==> src/rtl/segv_pkg.sv <==
package segv_pkg;
  typedef enum logic [2:0] {
    ST_IDLE,
    ST_REQ_LO,
    ST_RSP_LO,
    ST_REQ_HI,
    ST_RSP_HI,
    ST_DONE
  } probe_state_e;

  localparam logic [1:0] MODE_PROT = 2'b00;
  localparam logic [1:0] MODE_REAL = 2'b01;
  localparam logic [1:0] MODE_V86  = 2'b10;
  localparam logic [1:0] MODE_WIDE = 2'b11;

  typedef struct packed {
    logic       is_code;
    logic       conforming;
    logic       rw_bit;
    logic       accessed;
  } seg_kind_t;
endpackage

==> src/rtl/segv_gate.sv <==
module segv_gate #(
  parameter int SELW = 16,
  parameter int LIMW = 16
) (
  input  logic [SELW-1:0] selector_i,
  input  logic [LIMW-1:0] gdt_limit_i,
  input  logic [LIMW-1:0] ldt_limit_i,
  input  logic [1:0]      mode_i,
  input  logic            lock_i,
  output logic [SELW-1:0] offset_o,
  output logic            use_ldt_o,
  output logic            beyond_o,
  output logic            ud_o
);
  import segv_pkg::*;

  localparam int CW = ((SELW > LIMW) ? SELW : LIMW) + 1;

  logic [CW-1:0] last_byte;
  logic [CW-1:0] lim_ext;

  always_comb begin
    offset_o  = {selector_i[SELW-1:3], 3'b000};
    use_ldt_o = selector_i[2];
    last_byte = CW'(offset_o) + CW'(7);
    lim_ext   = use_ldt_o ? CW'(ldt_limit_i) : CW'(gdt_limit_i);
    beyond_o  = last_byte > lim_ext;
    ud_o      = lock_i || (mode_i == MODE_REAL) || (mode_i == MODE_V86);
  end
endmodule

==> src/rtl/segv_judge.sv <==
module segv_judge (
  input  logic [31:0] hi_word_i,
  input  logic        op_write_i,
  input  logic [1:0]  cpl_i,
  input  logic [1:0]  rpl_i,
  output logic        pass_o
);
  import segv_pkg::*;

  seg_kind_t  kind;
  logic       class_bit;
  logic [1:0] dpl;
  logic       readable;
  logic       writable;
  logic       priv_bad;
  logic       unused_bits;

  always_comb begin
    kind      = seg_kind_t'(hi_word_i[11:8]);
    class_bit = hi_word_i[12];
    dpl       = hi_word_i[14:13];
    readable  = kind.is_code ? kind.rw_bit : 1'b1;
    writable  = kind.is_code ? 1'b0 : kind.rw_bit;
    priv_bad  = !(kind.is_code && kind.conforming) &&
                ((cpl_i > dpl) || (rpl_i > dpl));
    pass_o    = class_bit && !priv_bad && (op_write_i ? writable : readable);
  end

  assign unused_bits = ^{hi_word_i[31:15], hi_word_i[7:0], kind.accessed};
endmodule

==> src/rtl/seg_probe.sv <==
module seg_probe #(
  parameter int AW   = 32,
  parameter int LIMW = 16
) (
  input  logic            clk,
  input  logic            rst_n,
  input  logic            start_i,
  input  logic            op_write_i,
  input  logic [15:0]     selector_i,
  input  logic [1:0]      cpl_i,
  input  logic [1:0]      mode_i,
  input  logic            lock_i,
  input  logic [AW-1:0]   gdt_base_i,
  input  logic [LIMW-1:0] gdt_limit_i,
  input  logic [AW-1:0]   ldt_base_i,
  input  logic [LIMW-1:0] ldt_limit_i,
  output logic            mem_req_valid_o,
  input  logic            mem_req_ready_i,
  output logic [AW-1:0]   mem_req_addr_o,
  input  logic            mem_rsp_valid_i,
  input  logic [31:0]     mem_rsp_data_i,
  output logic            done_o,
  output logic            zf_o,
  output logic            ud_o
);
  import segv_pkg::*;

  localparam int SELW      = 16;
  localparam int WORD_STEP = 4;

  probe_state_e    state_q;
  logic [AW-1:0]   addr_q;
  logic            op_q;
  logic [1:0]      cpl_q;
  logic [1:0]      rpl_q;
  logic            zf_q;
  logic            ud_q;

  logic [SELW-1:0] offset;
  logic            use_ldt;
  logic            beyond;
  logic            ud_now;
  logic            pass;
  logic            idle;

  segv_gate #(.SELW(SELW), .LIMW(LIMW)) u_gate (
    .selector_i (selector_i),
    .gdt_limit_i(gdt_limit_i),
    .ldt_limit_i(ldt_limit_i),
    .mode_i     (mode_i),
    .lock_i     (lock_i),
    .offset_o   (offset),
    .use_ldt_o  (use_ldt),
    .beyond_o   (beyond),
    .ud_o       (ud_now)
  );

  segv_judge u_judge (
    .hi_word_i (mem_rsp_data_i),
    .op_write_i(op_q),
    .cpl_i     (cpl_q),
    .rpl_i     (rpl_q),
    .pass_o    (pass)
  );

  assign idle = (state_q == ST_IDLE);

  always_ff @(posedge clk) begin
    if (!rst_n) begin
      state_q <= ST_IDLE;
      addr_q  <= '0;
      op_q    <= 1'b0;
      cpl_q   <= 2'b00;
      rpl_q   <= 2'b00;
      zf_q    <= 1'b0;
      ud_q    <= 1'b0;
    end else begin
      unique case (state_q)
        ST_IDLE: begin
          if (start_i) begin
            op_q   <= op_write_i;
            cpl_q  <= cpl_i;
            rpl_q  <= selector_i[1:0];
            addr_q <= (use_ldt ? ldt_base_i : gdt_base_i) + AW'(offset);
            if (ud_now) begin
              ud_q    <= 1'b1;
              state_q <= ST_DONE;
            end else if (beyond) begin
              ud_q    <= 1'b0;
              zf_q    <= 1'b0;
              state_q <= ST_DONE;
            end else begin
              ud_q    <= 1'b0;
              state_q <= ST_REQ_LO;
            end
          end
        end
        ST_REQ_LO: if (mem_req_ready_i) state_q <= ST_RSP_LO;
        ST_RSP_LO: begin
          if (mem_rsp_valid_i) begin
            addr_q  <= addr_q + AW'(WORD_STEP);
            state_q <= ST_REQ_HI;
          end
        end
        ST_REQ_HI: if (mem_req_ready_i) state_q <= ST_RSP_HI;
        ST_RSP_HI: begin
          if (mem_rsp_valid_i) begin
            zf_q    <= pass;
            state_q <= ST_DONE;
          end
        end
        ST_DONE: state_q <= ST_IDLE;
        default: state_q <= ST_IDLE;
      endcase
    end
  end

  assign mem_req_valid_o = (state_q == ST_REQ_LO) || (state_q == ST_REQ_HI);
  assign mem_req_addr_o  = addr_q;
  assign done_o          = (state_q == ST_DONE);
  assign zf_o            = zf_q;
  assign ud_o            = done_o && ud_q;

  assert_done_pulse_R10: assert property (@(posedge clk) disable iff (!rst_n)
    done_o |=> !done_o);

  assert_req_hold_R11: assert property (@(posedge clk) disable iff (!rst_n)
    (mem_req_valid_o && !mem_req_ready_i) |=> (mem_req_valid_o && $stable(mem_req_addr_o)));

  assert_mode_ud_R8: assert property (@(posedge clk) disable iff (!rst_n)
    (idle && start_i && (mode_i == MODE_REAL || mode_i == MODE_V86))
      |=> (done_o && ud_o && $stable(zf_o)));

  assert_lock_ud_R9: assert property (@(posedge clk) disable iff (!rst_n)
    (idle && start_i && lock_i) |=> (done_o && ud_o && $stable(zf_o)));

  assert_limit_clear_R2: assert property (@(posedge clk) disable iff (!rst_n)
    (idle && start_i && !ud_now && beyond) |=> (done_o && !ud_o && !zf_o));
endmodule

==> config.mk <==
export PLATFORM = sky130hd
export DESIGN_NAME = seg_probe
export DESIGN_NICKNAME = d
export VERILOG_FILES = /design/src/rtl/segv_pkg.sv /design/src/rtl/segv_gate.sv /design/src/rtl/segv_judge.sv /design/src/rtl/seg_probe.sv
export SDC_FILE = /design/constraint.sdc
export NUM_CORES = 1
export LEC_CHECK = 0
export ABC_AREA = 1
export BUFFER_PORTS_ARGS = -buffer_cell sky130_fd_sc_hd__buf_2
export CORE_MARGIN = 3
export CORE_UTILIZATION = 51
export CTS_BUF_LIST = sky130_fd_sc_hd__clkbuf_16
export CTS_CLUSTER_SIZE = 12
export DETAILED_ROUTE_END_ITERATION = 12
export MAX_ROUTING_LAYER = met4
export PLACE_DENSITY = 0.81
export SYNTH_ARGS = -nofsm -noshare
export SYNTH_HDL_FRONTEND = slang
export SYNTH_SLANG_ARGS = --single-unit
==> constraint.sdc <==
create_clock -name clk -period 3.6 [get_ports clk]
set_input_delay 0.36 -clock clk [delete_from_list [all_inputs] [get_ports clk]]
set_output_delay 0.36 -clock clk [all_outputs]
set_load 0.01 [all_outputs]
==> flow_summary.json <==
{
  "final_core_util_pct": 62.6,
  "status": "finished clean",
  "ant_nets": 0,
  "nets": 1216,
  "peakVddDrop_v": 0.000310,
  "end_kind": "register",
  "wl_per_cell_um": 12.7,
  "cts_hold_buffers": 0,
  "num_vias": 6014,
  "place_hpwl_um": 12100,
  "antenna_cells": 0,
  "worstPathArrival_ns": 3.06,
  "start_kind": "primary input",
  "fin_skew_ns": 0.00594,
  "regToRegSetupSlack_ns": 1.27,
  "grt_max_degree": 40,
  "maxCapViolCount": 0,
  "cts_sinks": 42,
  "p_leak_nw": 3.29,
  "finalCritPeriodShare_pct": 78.9,
  "fmax_mhz": 352,
  "die_width_um": 107,
  "clock_latency_ns": 0.29,
  "hold_start": "selector_i[1]",
  "cts_setup_buffers": 0,
  "cts_buffer_depth": 2,
  "pin_count": 191,
  "reg2regPathDepth": 11,
  "hold_path_end": "rpl_q[1]",
  "yosysWarnings": 0,
  "setup_viol_count_final": 0,
  "syn_avg_cell_area_um2": 5.88,
  "rsz0062_at_grt": "false",
  "rows": 36,
  "timing.rr.start": "state_q[1]",
  "grt_pass1_wl_um": 24200,
  "ys_seq_area_share_pct": 16.3,
  "post-route-min-period_ns": 2.84,
  "grt_pass1_vias": 5410,
  "cp_max_fo": 39,
  "maxSlewViolCount": 0,
  "crit_type": "primary input to register",
  "synth_area_um2": 5170,
  "syn2layout_area_growth_pct": 19.0,
  "start_util_pct": 52.6,
  "core_um2": 9820,
  "p_per_area_nw_per_um2": 484,
  "whs_path_depth": 3,
  "fill_cells": 1040,
  "routed_via_density": 5.17,
  "rr_endpoint": "mem_req_addr_o[29]",
  "cts_inserted_buffers": 5,
  "grt_antenna_before_repair": 0,
  "hold_path_class": "primary input to register",
  "drive_gt1_share_pct": 22.8,
  "wl_um": 14700,
  "synth_nets": 1065,
  "netlist_instances": 878,
  "gp_congestion": 1.02,
  "die_h_um": 107,
  "tns_ns": 0,
  "drt-pass1-iter-count": 7,
  "final_cell_mix": "nand2_1 (289), buf_2 (164), inv_1 (90)",
  "synth_cell_type_count": 49,
  "hold_viol": 0,
  "ys_ff_latch": 42,
  "io_buffers": 164,
  "drc": 0,
  "cts_tree": "yes",
  "dieArea_um2": 11400,
  "worst_pin_slew_ns": 0.718,
  "overflow": 0,
  "relSlewSlack_pct": 52.1,
  "grt_usage_pct": 26.2,
  "crit_required_ns": 3.82,
  "cts.repair.resized": 0,
  "cts_max_level": 2,
  "cts-root-buf": "clkbuf_16",
  "drt-initial-drc-count": 250,
  "clkTransAtPathRegs_ns": 0.06,
  "final_common_cell": "nand2_1"
}
-- layout make-up --
type | instances | area, µm² | share of cell area [%]
Timing Repair Buffer | 170 | 866 | 14.1
Inverter | 97 | 372 | 6.05
Clock buffer | 5 | 125 | 2.04
Sequential cell | 42 | 841 | 13.7
Clock inverter | 3 | 16.3 | 0.265
Multi-Input combinational cell | 713 | 3760 | 61.2
Tap cell | 133 | 166 | 2.71
-- per-stage QoR --
step	instance area, µm²	power, W	hold WS (ns)	instances	setup slack (ns)
floorplan	5170	0.00207	0.433	878	0.943
finish	6150	0.00297	0.301	1163	0.760
CTS	6150	0.00296	0.302	1163	0.784
global route	6150	0.00326	0.314	1163	0.428
detailed placement	6010	0.00252	0.452	1155	0.498
global placement	6010	0.00249	0.450	1155	0.541
-- logic make-up (layout without fill, tap and decap cells) --
| group | count (synthesis) | after routing | share of synthesized area [%] |
|---|---|---|---|
| AND/OR/NAND/NOR | 515 | 515 | 44.9 |
| AO/OA/AOI/OAI | 131 | 131 | 13.8 |
| buffers and inverters | 123 | 275 | 10.9 |
| flip-flops | 42 | 42 | 16.3 |
| adder cells (fa/ha/maj) | 32 | 32 | 7.90 |
| XOR/XNOR | 23 | 23 | 3.90 |
| multiplexers | 12 | 12 | 2.33 |
-- how the worst max path moves through the flow --
| stage | startpoint | to | slack (ns) | cells after the start |
|---|---|---|---|---|
| final | selector_i[2] | mem_req_addr_o[23] | 0.76 | 17 |
| after global routing | selector_i[2] | mem_req_addr_o[23] | 0.43 | 17 |
| after CTS | selector_i[2] | mem_req_addr_o[23] | 0.78 | 17 |
| after detailed placement | selector_i[2] | mem_req_addr_o[23] | 0.50 | 17 |
| after global placement | selector_i[2] | mem_req_addr_o[23] | 0.54 | 17 |
| after floorplan | selector_i[2] | mem_req_addr_o[15] | 0.94 | 17 |
-- power by group --
group	internal (W)	total [W]	switching (W)
logic	0.000617	0.00169	0.00107
clock network	0.000253	0.000442	0.000188
registers	0.000642	0.000842	0.000200
-- Yosys cell counts, drive strengths merged --
master,number,share of area [%]
or2,5,0.61
buf,17,2.7
nor2,83,7.0
a31oi,3,0.36
inv,96,7.1
clkbuf,9,1.0
mux2i,12,2.3
dfxtp,42,16
nand2,318,25
nor3,20,2.3
o221ai,1,0.17
nor3b,1,0.24
o21bai,4,0.58
a211oi,2,0.29
ha,31,7.5
o21ai,48,4.7
a221oi,1,0.17
nand4,11,1.3
nand3b,3,0.44
nor4,2,0.36
xnor2,3,0.51
clkinv,1,0.073
o2111ai,1,0.17
a21oi,64,6.4
fa,1,0.39
nand3,72,7.1
xor2,20,3.4
a21boi,1,0.15
o31ai,1,0.15
o211ai,5,0.73
-- metal layers --
| metal | part of all wire (%) | vias up | global-route usage [%] |
|---|---|---|---|
| li1 | - | 3154 | - |
| met1 | 46 | 2615 | 35.0 |
| met2 | 45 | 223 | 43.7 |
| met3 | 6.5 | 22 | 2.17 |
| met4 | 1.6 | 0 | 5.57 |
| met5 | 0 | - | - |
-- critical path, cell delays in order --
cell and delay (ns):
buf_2 0.47, inv_6 0.25, nand2_1 0.11, nand2_1 0.06, ha_1 0.20, fa_1 0.42
nand3_1 0.09, nand3_1 0.11, nand2_1 0.08, nand2_1 0.08, nand2_1 0.08, nand2_1 0.11
nand2_1 0.10, nand2_1 0.14, nand3_1 0.10, nand3_1 0.12, a21oi_1 0.15
-- flip-flops by register name, summed over array words and instances (netlist names) --
signal / cells
zf_o: 1
cpl_q: 2
state_q: 3
op_q: 1
rpl_q: 2
ud_q: 1
mem_req_addr_o: 32
(Power assumes the default switching activity.)
